## config.mk

```make
export PLATFORM = sky130hd
export DESIGN_NAME = imshr_file
export DESIGN_NICKNAME = d
export VERILOG_FILES = /design/src/rtl/imshr_pkg.sv /design/src/rtl/imshr_slot.sv /design/src/rtl/imshr_fetch_filter.sv /design/src/rtl/imshr_writeback.sv /design/src/rtl/imshr_file.sv
export SDC_FILE = /design/constraint.sdc
export NUM_CORES = 2
export LEC_CHECK = 0
export BUFFER_PORTS_ARGS = -buffer_cell sky130_fd_sc_hd__buf_2
export CAP_MARGIN = 10
export CORE_AREA = 4 4 430 432
export CTS_CLUSTER_SIZE = 30
export DETAILED_ROUTE_END_ITERATION = 7
export DIE_AREA = 0 0 434 436
export SYNTH_ARGS = -nofsm -noshare
export SYNTH_HDL_FRONTEND = slang
export SYNTH_SLANG_ARGS = --single-unit
export TNS_END_PERCENT = 30
```

## constraint.sdc

```tcl
create_clock -name clk -period 2.45 [get_ports clk]
set_clock_uncertainty 0.2 [all_clocks]
set_input_delay 0.245 -clock clk [delete_from_list [all_inputs] [get_ports clk]]
set_output_delay 0.245 -clock clk [all_outputs]
set_load 0.01 [all_outputs]
```

## src/rtl/imshr_pkg.sv

```systemverilog
package imshr_pkg;
    localparam int WORD_W     = 64;
    localparam int LINE_WORDS = 4;
    localparam int OFS_W      = $clog2(LINE_WORDS);
    localparam int LINE_W     = WORD_W * LINE_WORDS;
    localparam int LINE_AW    = 12;

    typedef struct packed {
        logic               busy;
        logic               cancel;
        logic [LINE_AW-1:0] line;
        logic [OFS_W-1:0]   word;
    } slot_t;

    function automatic logic [WORD_W-1:0] pick_word(input logic [LINE_W-1:0] d,
                                                    input logic [OFS_W-1:0]  s);
        logic [WORD_W-1:0] r;
        r = '0;
        for (int w = 0; w < LINE_WORDS; w++)
            if (OFS_W'(w) == s) r = d[w*WORD_W +: WORD_W];
        return r;
    endfunction
endpackage

```

## src/rtl/imshr_slot.sv

```systemverilog
module imshr_slot
    import imshr_pkg::*;
(
    input  logic               clk,
    input  logic               rst,
    input  logic               set_en,
    input  logic [LINE_AW-1:0] set_line,
    input  logic [OFS_W-1:0]   set_word,
    input  logic               squash,
    input  logic               ret_valid,
    input  logic [LINE_AW-1:0] ret_line,
    input  logic [LINE_W-1:0]  ret_data,
    output slot_t              state_o,
    output logic               wr_en,
    output logic [WORD_W-1:0]  wr_data
);
    slot_t st;
    logic  hit;

    assign hit     = st.busy && ret_valid && (st.line == ret_line);
    assign wr_en   = hit && !st.cancel && !squash;
    assign wr_data = pick_word(ret_data, st.word);
    assign state_o = st;

    always_ff @(posedge clk) begin
        if (rst) begin
            st <= '0;
        end else if (set_en) begin
            st.busy   <= 1'b1;
            st.cancel <= 1'b0;
            st.line   <= set_line;
            st.word   <= set_word;
        end else if (hit) begin
            st.busy   <= 1'b0;
            st.cancel <= 1'b0;
        end else if (squash && st.busy) begin
            st.cancel <= 1'b1;
        end
    end
endmodule

```

## src/rtl/imshr_fetch_filter.sv

```systemverilog
module imshr_fetch_filter
    import imshr_pkg::*;
#(
    parameter int DEST_N  = 8,
    parameter int ALLOC_N = 2
) (
    input  logic [ALLOC_N-1:0]              alloc_valid,
    input  logic [ALLOC_N-1:0][LINE_AW-1:0] alloc_line,
    input  slot_t [DEST_N-1:0]              slots,
    input  logic                            ret_valid,
    input  logic [LINE_AW-1:0]              ret_line,
    output logic [ALLOC_N-1:0]              fetch_valid
);
    always_comb begin
        for (int p = 0; p < ALLOC_N; p++) begin
            logic in_flight;
            in_flight = 1'b0;
            for (int d = 0; d < DEST_N; d++)
                if (slots[d].busy && slots[d].line == alloc_line[p] &&
                    !(ret_valid && ret_line == alloc_line[p]))
                    in_flight = 1'b1;
            for (int q = 0; q < ALLOC_N; q++)
                if (q < p && alloc_valid[q] && alloc_line[q] == alloc_line[p])
                    in_flight = 1'b1;
            fetch_valid[p] = alloc_valid[p] && !in_flight;
        end
    end
endmodule

```

## src/rtl/imshr_writeback.sv

```systemverilog
module imshr_writeback
    import imshr_pkg::*;
#(
    parameter int DEST_N = 8
) (
    input  logic                            clk,
    input  logic                            rst,
    input  logic [DEST_N-1:0]               wr_en,
    input  logic [DEST_N-1:0][WORD_W-1:0]   wr_data,
    input  logic [LINE_AW-1:0]              ret_line,
    input  logic [LINE_W-1:0]               ret_data,
    output logic [DEST_N-1:0]               rf_we,
    output logic [DEST_N-1:0][WORD_W-1:0]   rf_wdata,
    output logic                            fill_valid,
    output logic [LINE_AW-1:0]              fill_line,
    output logic [LINE_W-1:0]               fill_data
);
    always_ff @(posedge clk) begin
        if (rst) begin
            rf_we      <= '0;
            rf_wdata   <= '0;
            fill_valid <= 1'b0;
            fill_line  <= '0;
            fill_data  <= '0;
        end else begin
            rf_we      <= wr_en;
            rf_wdata   <= wr_data;
            fill_valid <= |wr_en;
            fill_line  <= ret_line;
            fill_data  <= ret_data;
        end
    end
endmodule

```

## src/rtl/imshr_file.sv

```systemverilog
module imshr_file
    import imshr_pkg::*;
#(
    parameter int DEST_N  = 8,
    parameter int ALLOC_N = 2,
    localparam int DEST_W = $clog2(DEST_N)
) (
    input  logic                            clk,
    input  logic                            rst,
    input  logic [ALLOC_N-1:0]              alloc_valid,
    input  logic [ALLOC_N-1:0][DEST_W-1:0]  alloc_dest,
    input  logic [ALLOC_N-1:0][LINE_AW-1:0] alloc_line,
    input  logic [ALLOC_N-1:0][OFS_W-1:0]   alloc_word,
    input  logic [DEST_N-1:0]               squash_mask,
    input  logic                            ret_valid,
    input  logic [LINE_AW-1:0]              ret_line,
    input  logic [LINE_W-1:0]               ret_data,
    output logic [ALLOC_N-1:0]              fetch_valid,
    output logic [DEST_N-1:0]               rf_we,
    output logic [DEST_N-1:0][WORD_W-1:0]   rf_wdata,
    output logic                            fill_valid,
    output logic [LINE_AW-1:0]              fill_line,
    output logic [LINE_W-1:0]               fill_data
);
    logic [DEST_N-1:0]              set_en;
    logic [DEST_N-1:0][LINE_AW-1:0] set_line;
    logic [DEST_N-1:0][OFS_W-1:0]   set_word;
    slot_t [DEST_N-1:0]             slots;
    logic [DEST_N-1:0]              wr_en;
    logic [DEST_N-1:0][WORD_W-1:0]  wr_data;

    // Allocation decode: the highest port naming a destination wins.
    always_comb begin
        for (int d = 0; d < DEST_N; d++) begin
            set_en[d]   = 1'b0;
            set_line[d] = '0;
            set_word[d] = '0;
            for (int p = 0; p < ALLOC_N; p++) begin
                if (alloc_valid[p] && alloc_dest[p] == DEST_W'(d)) begin
                    set_en[d]   = 1'b1;
                    set_line[d] = alloc_line[p];
                    set_word[d] = alloc_word[p];
                end
            end
        end
    end

    for (genvar g = 0; g < DEST_N; g++) begin : g_slot
        imshr_slot u_slot (
            .clk       (clk),
            .rst       (rst),
            .set_en    (set_en[g]),
            .set_line  (set_line[g]),
            .set_word  (set_word[g]),
            .squash    (squash_mask[g]),
            .ret_valid (ret_valid),
            .ret_line  (ret_line),
            .ret_data  (ret_data),
            .state_o   (slots[g]),
            .wr_en     (wr_en[g]),
            .wr_data   (wr_data[g])
        );
    end

    imshr_fetch_filter #(.DEST_N(DEST_N), .ALLOC_N(ALLOC_N)) u_filter (
        .alloc_valid (alloc_valid),
        .alloc_line  (alloc_line),
        .slots       (slots),
        .ret_valid   (ret_valid),
        .ret_line    (ret_line),
        .fetch_valid (fetch_valid)
    );

    imshr_writeback #(.DEST_N(DEST_N)) u_wb (
        .clk        (clk),
        .rst        (rst),
        .wr_en      (wr_en),
        .wr_data    (wr_data),
        .ret_line   (ret_line),
        .ret_data   (ret_data),
        .rf_we      (rf_we),
        .rf_wdata   (rf_wdata),
        .fill_valid (fill_valid),
        .fill_line  (fill_line),
        .fill_data  (fill_data)
    );
endmodule

```

==> key figures <==
Clock network
  – H-tree levels: 3
  – Bufs on Longest Clock Path: 3
  – Clock sinks: 917
  – Root Buffer: clkbuf_16
  – Worst-path clk slew: 0.05 ns
  – Total CTS buffers: about 110
  – Clk Latency, worst-skew pair: 0.76 ns
  – CTS tree: done

Flow run
  – Max Cap Viol: 0

STA
  – Setup TNS Final: -2.23 ns
  – RSZ-0062 raised after global routing: yes
  – Final hold vios: 1
  – Slack of the critical path: -0.495 ns
  – Crit path time final: 2.95 ns
  – Final Cycle Share: 1.20
  – WHS: -0.0192 ns
  – Max Fclk: 340 MHz
  – Least-Margin Pin Slew: 1.02 ns
  – Max Slew Vio Count: 0
  – Endpoints failing setup: 17
  – Max_slew headroom: 0.320

Yosys
  – Top-area cell type share of the netlist area: 0.431
  – Mapped Area: 0.0426 sq mm
  – Area contributors post-synth: dfxtp_1, mux4_2, nor2b_1
  – Post-Syn Nets: 3,717
  – Syn Area/Cell: 12.5 sq um
  – Post-synth EDFFs: 0
  – Main synth FF type: dfxtp_1
  – Synth area leader: dfxtp_1
  – Ys async rst share: 0
  – Synth warn: 0
  – Yosys cell types: 38
  – Register area share after synthesis: 0.431
  – Synthesized flop and latch total: 917
  – Leading cell types by count after synthesis: dfxtp_1, nor2b_1, mux4_2
  – Cells after Synth: approximately 3,400
  – Cell with the most instances after synthesis: dfxtp_1

Critical path
  – Slowest stage cell, crit path: dlygate4sd3_1
  – Crit Path Class: in2out
  – Setup crit start kind: input port
  – Worst path most repeated cell: buf_2
  – Critical path fanouts, max: 6
  – Critical Path RT: 2.01 ns
  – WP data arrival: 2.50 ns
  – Crit end category: primary output
  – Crit-path cells: buf_2 -> buf_12 -> dlygate4sd3_1 -> buf_4 -> xnor2_1 -> a41oi_4 -> nand4_1 -> a21oi_2 -> buf_2
  – Max stage delay on crit path: 0.78 ns

Detailed routing
  – Iter 0 DRT Violations: 3,322
  – Drt via density: around 5
  – DR pass1 iterations: 5
  – Post-Route WL: between 200 and 250 mm
  – Drt drc: 0
  – Final ANT Viol Nets: 0
  – Routed vias: 37,300
  – Wire per inst: 27.7 um

Status
  – Failing checks: hold timing, setup timing
  – Status: complete, but fails checks

Placed design
  – Placement-stage cell area: roughly 0.053 sq mm
  – Port Buf Inserts: 1,105
  – Dpl hpwl: ~150 mm
  – GP Congestion: 0.964

Finish
  – Share of layout cells above drive strength 1: 0.441
  – Final nets: 5,406
  – Design area: 0.0627 sq mm
  – Fin util: 0.347
  – Area added between synthesis and finish: 47.0%

Global routing
  – First-pass GRT wire length: ~290 mm
  – Gr usage total: 0.212
  – Vias in the first global route: roughly 38,000
  – Largest net degree at the start of global routing: 68
  – Remaining global-route overflow: 0
  – Initial antenna violation count: 22

Hold path
  – Worst min path class: in2reg

Floorplan
  – Die ar.: 0.189 sq mm
  – Die Ht: around 440 um
  – # IOs: 1,106
  – Row cnt: 156
  – Die width: 434 um
  – Core box area: 0.181 sq mm
  – Starting Density: 0.236

Pwr
  – Cell area power density: 661 mW/mm^2
  – LEAKAGE: 0.0253 uW
  – Clk pwr share: 0.410
  – Peak VDD IR: 601 uV
  – Internal power: between 20,000 and 30,000 uW
  – Net Sw Frac: 0.280
  – Switch Pwr: 11,600 uW
  – Comb power frac: 0.194
  – Pwr Total: ~41,000 uW
  – Seq pwr share: 0.396
-- through the flow --
step	hold WS [ns]	std cells	setup slack, ns
detailed placement	0.309	6877	-0.141
floorplan	0.122	3402	0.280
finish	-0.0192	7554	-0.495
CTS	0.000263	7544	-0.485
global placement	0.302	6877	-0.148
global route	0.0318	7553	-0.546
-- state kept, by name, indices dropped and copies added, names as in the netlist --
signal / flops
u_wb.fill_line: 12
g_slot.u_slot.state_o: 128
u_wb.rf_we: 8
u_wb.rf_wdata: 512
u_wb.fill_data: 256
u_wb.fill_valid: 1
-- cells by family (layout without fill, tap and decap cells) --
logic type	Yosys count	after routing	synth area share
AO/OA/AOI/OAI	140	140	0.0241
multiplexers	624	624	0.297
flip-flops	917	917	0.431
XOR/XNOR	324	324	0.0671
AND/OR/NAND/NOR	1077	1077	0.150
other	0	8	0
buffers and inverters	320	2094	0.0318
-- critical path: cells and delay by family --
kind            cells  cell delay [ns]
compound gates      2             0.45
simple gates        1             0.21
buf+inv             5             1.43
xor+xnor            1             0.14
-- layout make-up --
type                    instances  area (sq um)
clock buffers                 148          3030
well taps                    2370          2970
clock inverters                44           707
multi-input cells            2165         23500
repair buffers               1900         13900
fillers                     17700        118000
diodes                          8          20.0
flip-flops and latches        917         18500
inverters                       2          7.51
-- cell usage in the layout (no fill, tap or decap), types with 13 or more instances in the layout --
cell type / instances
nor4_2: 13
clkinv_2: 13
a21oi_1: 13
xnor2_1: 215
a211oi_1: 110
buf_2: 1102
buf_6: 16
clkbuf_8: 22
clkbuf_16: 106
dfxtp_1: 840
dlygate4sd3_1: 457
nor2_1: 128
dfxtp_2: 44
xnor2_2: 31
mux4_2: 512
nand4_1: 49
buf_12: 89
nor2b_1: 782
bufinv_16: 13
clkbuf_1: 20
dfxtp_4: 33
buf_4: 226
nand3_1: 29
xor2_1: 71
mux2i_1: 112
nand2_1: 20
-- routing by layer --
layer	part of all wire	up-vias	GRT usage
met1	0.36	18700	0.244
met2	0.48	2359	0.358
met5	0.00030	-	0
li1	-	15600	-
met4	0.071	10	0.131
met3	0.085	621	0.0457
-- what timing repair did --
item / CTS / global route
setup buffers: 15 / 1
gates resized for setup: 132 / 70
hold buffers: 463 / 4
pin swaps: 36 / 23
endpoints found under the setup margin: 2 / 40
endpoints found under the hold margin: 893 / 23
-- power groups by stage --
stage	logic, uW	clock network [uW]	registers, uW
6_report	8040	17000	16400
3_3_place_gp	7190	0	16700
5_1_grt	8440	17900	16500
4_1_cts	7960	17400	16400
2_1_floorplan	3260	0	17000
3_5_place_dp	7230	0	16700
-- path summary, 6_finish.rpt --
kind | endpoint | cells after the start | start | slack [ns]
max | fetch_valid[1] | 9 | alloc_line[15] | -0.50
min | g_slot[6].u_slot.state_o[15] | 6 | ret_line[5] | -0.02
max reg2reg | u_wb.fill_valid | 9 | g_slot[0].u_slot.state_o[13] | 0.05
min reg2reg | u_wb.rf_we[7] | 1 | g_slot[7].u_slot.state_o[14] | 0.31
(Power assumes the default switching activity.)
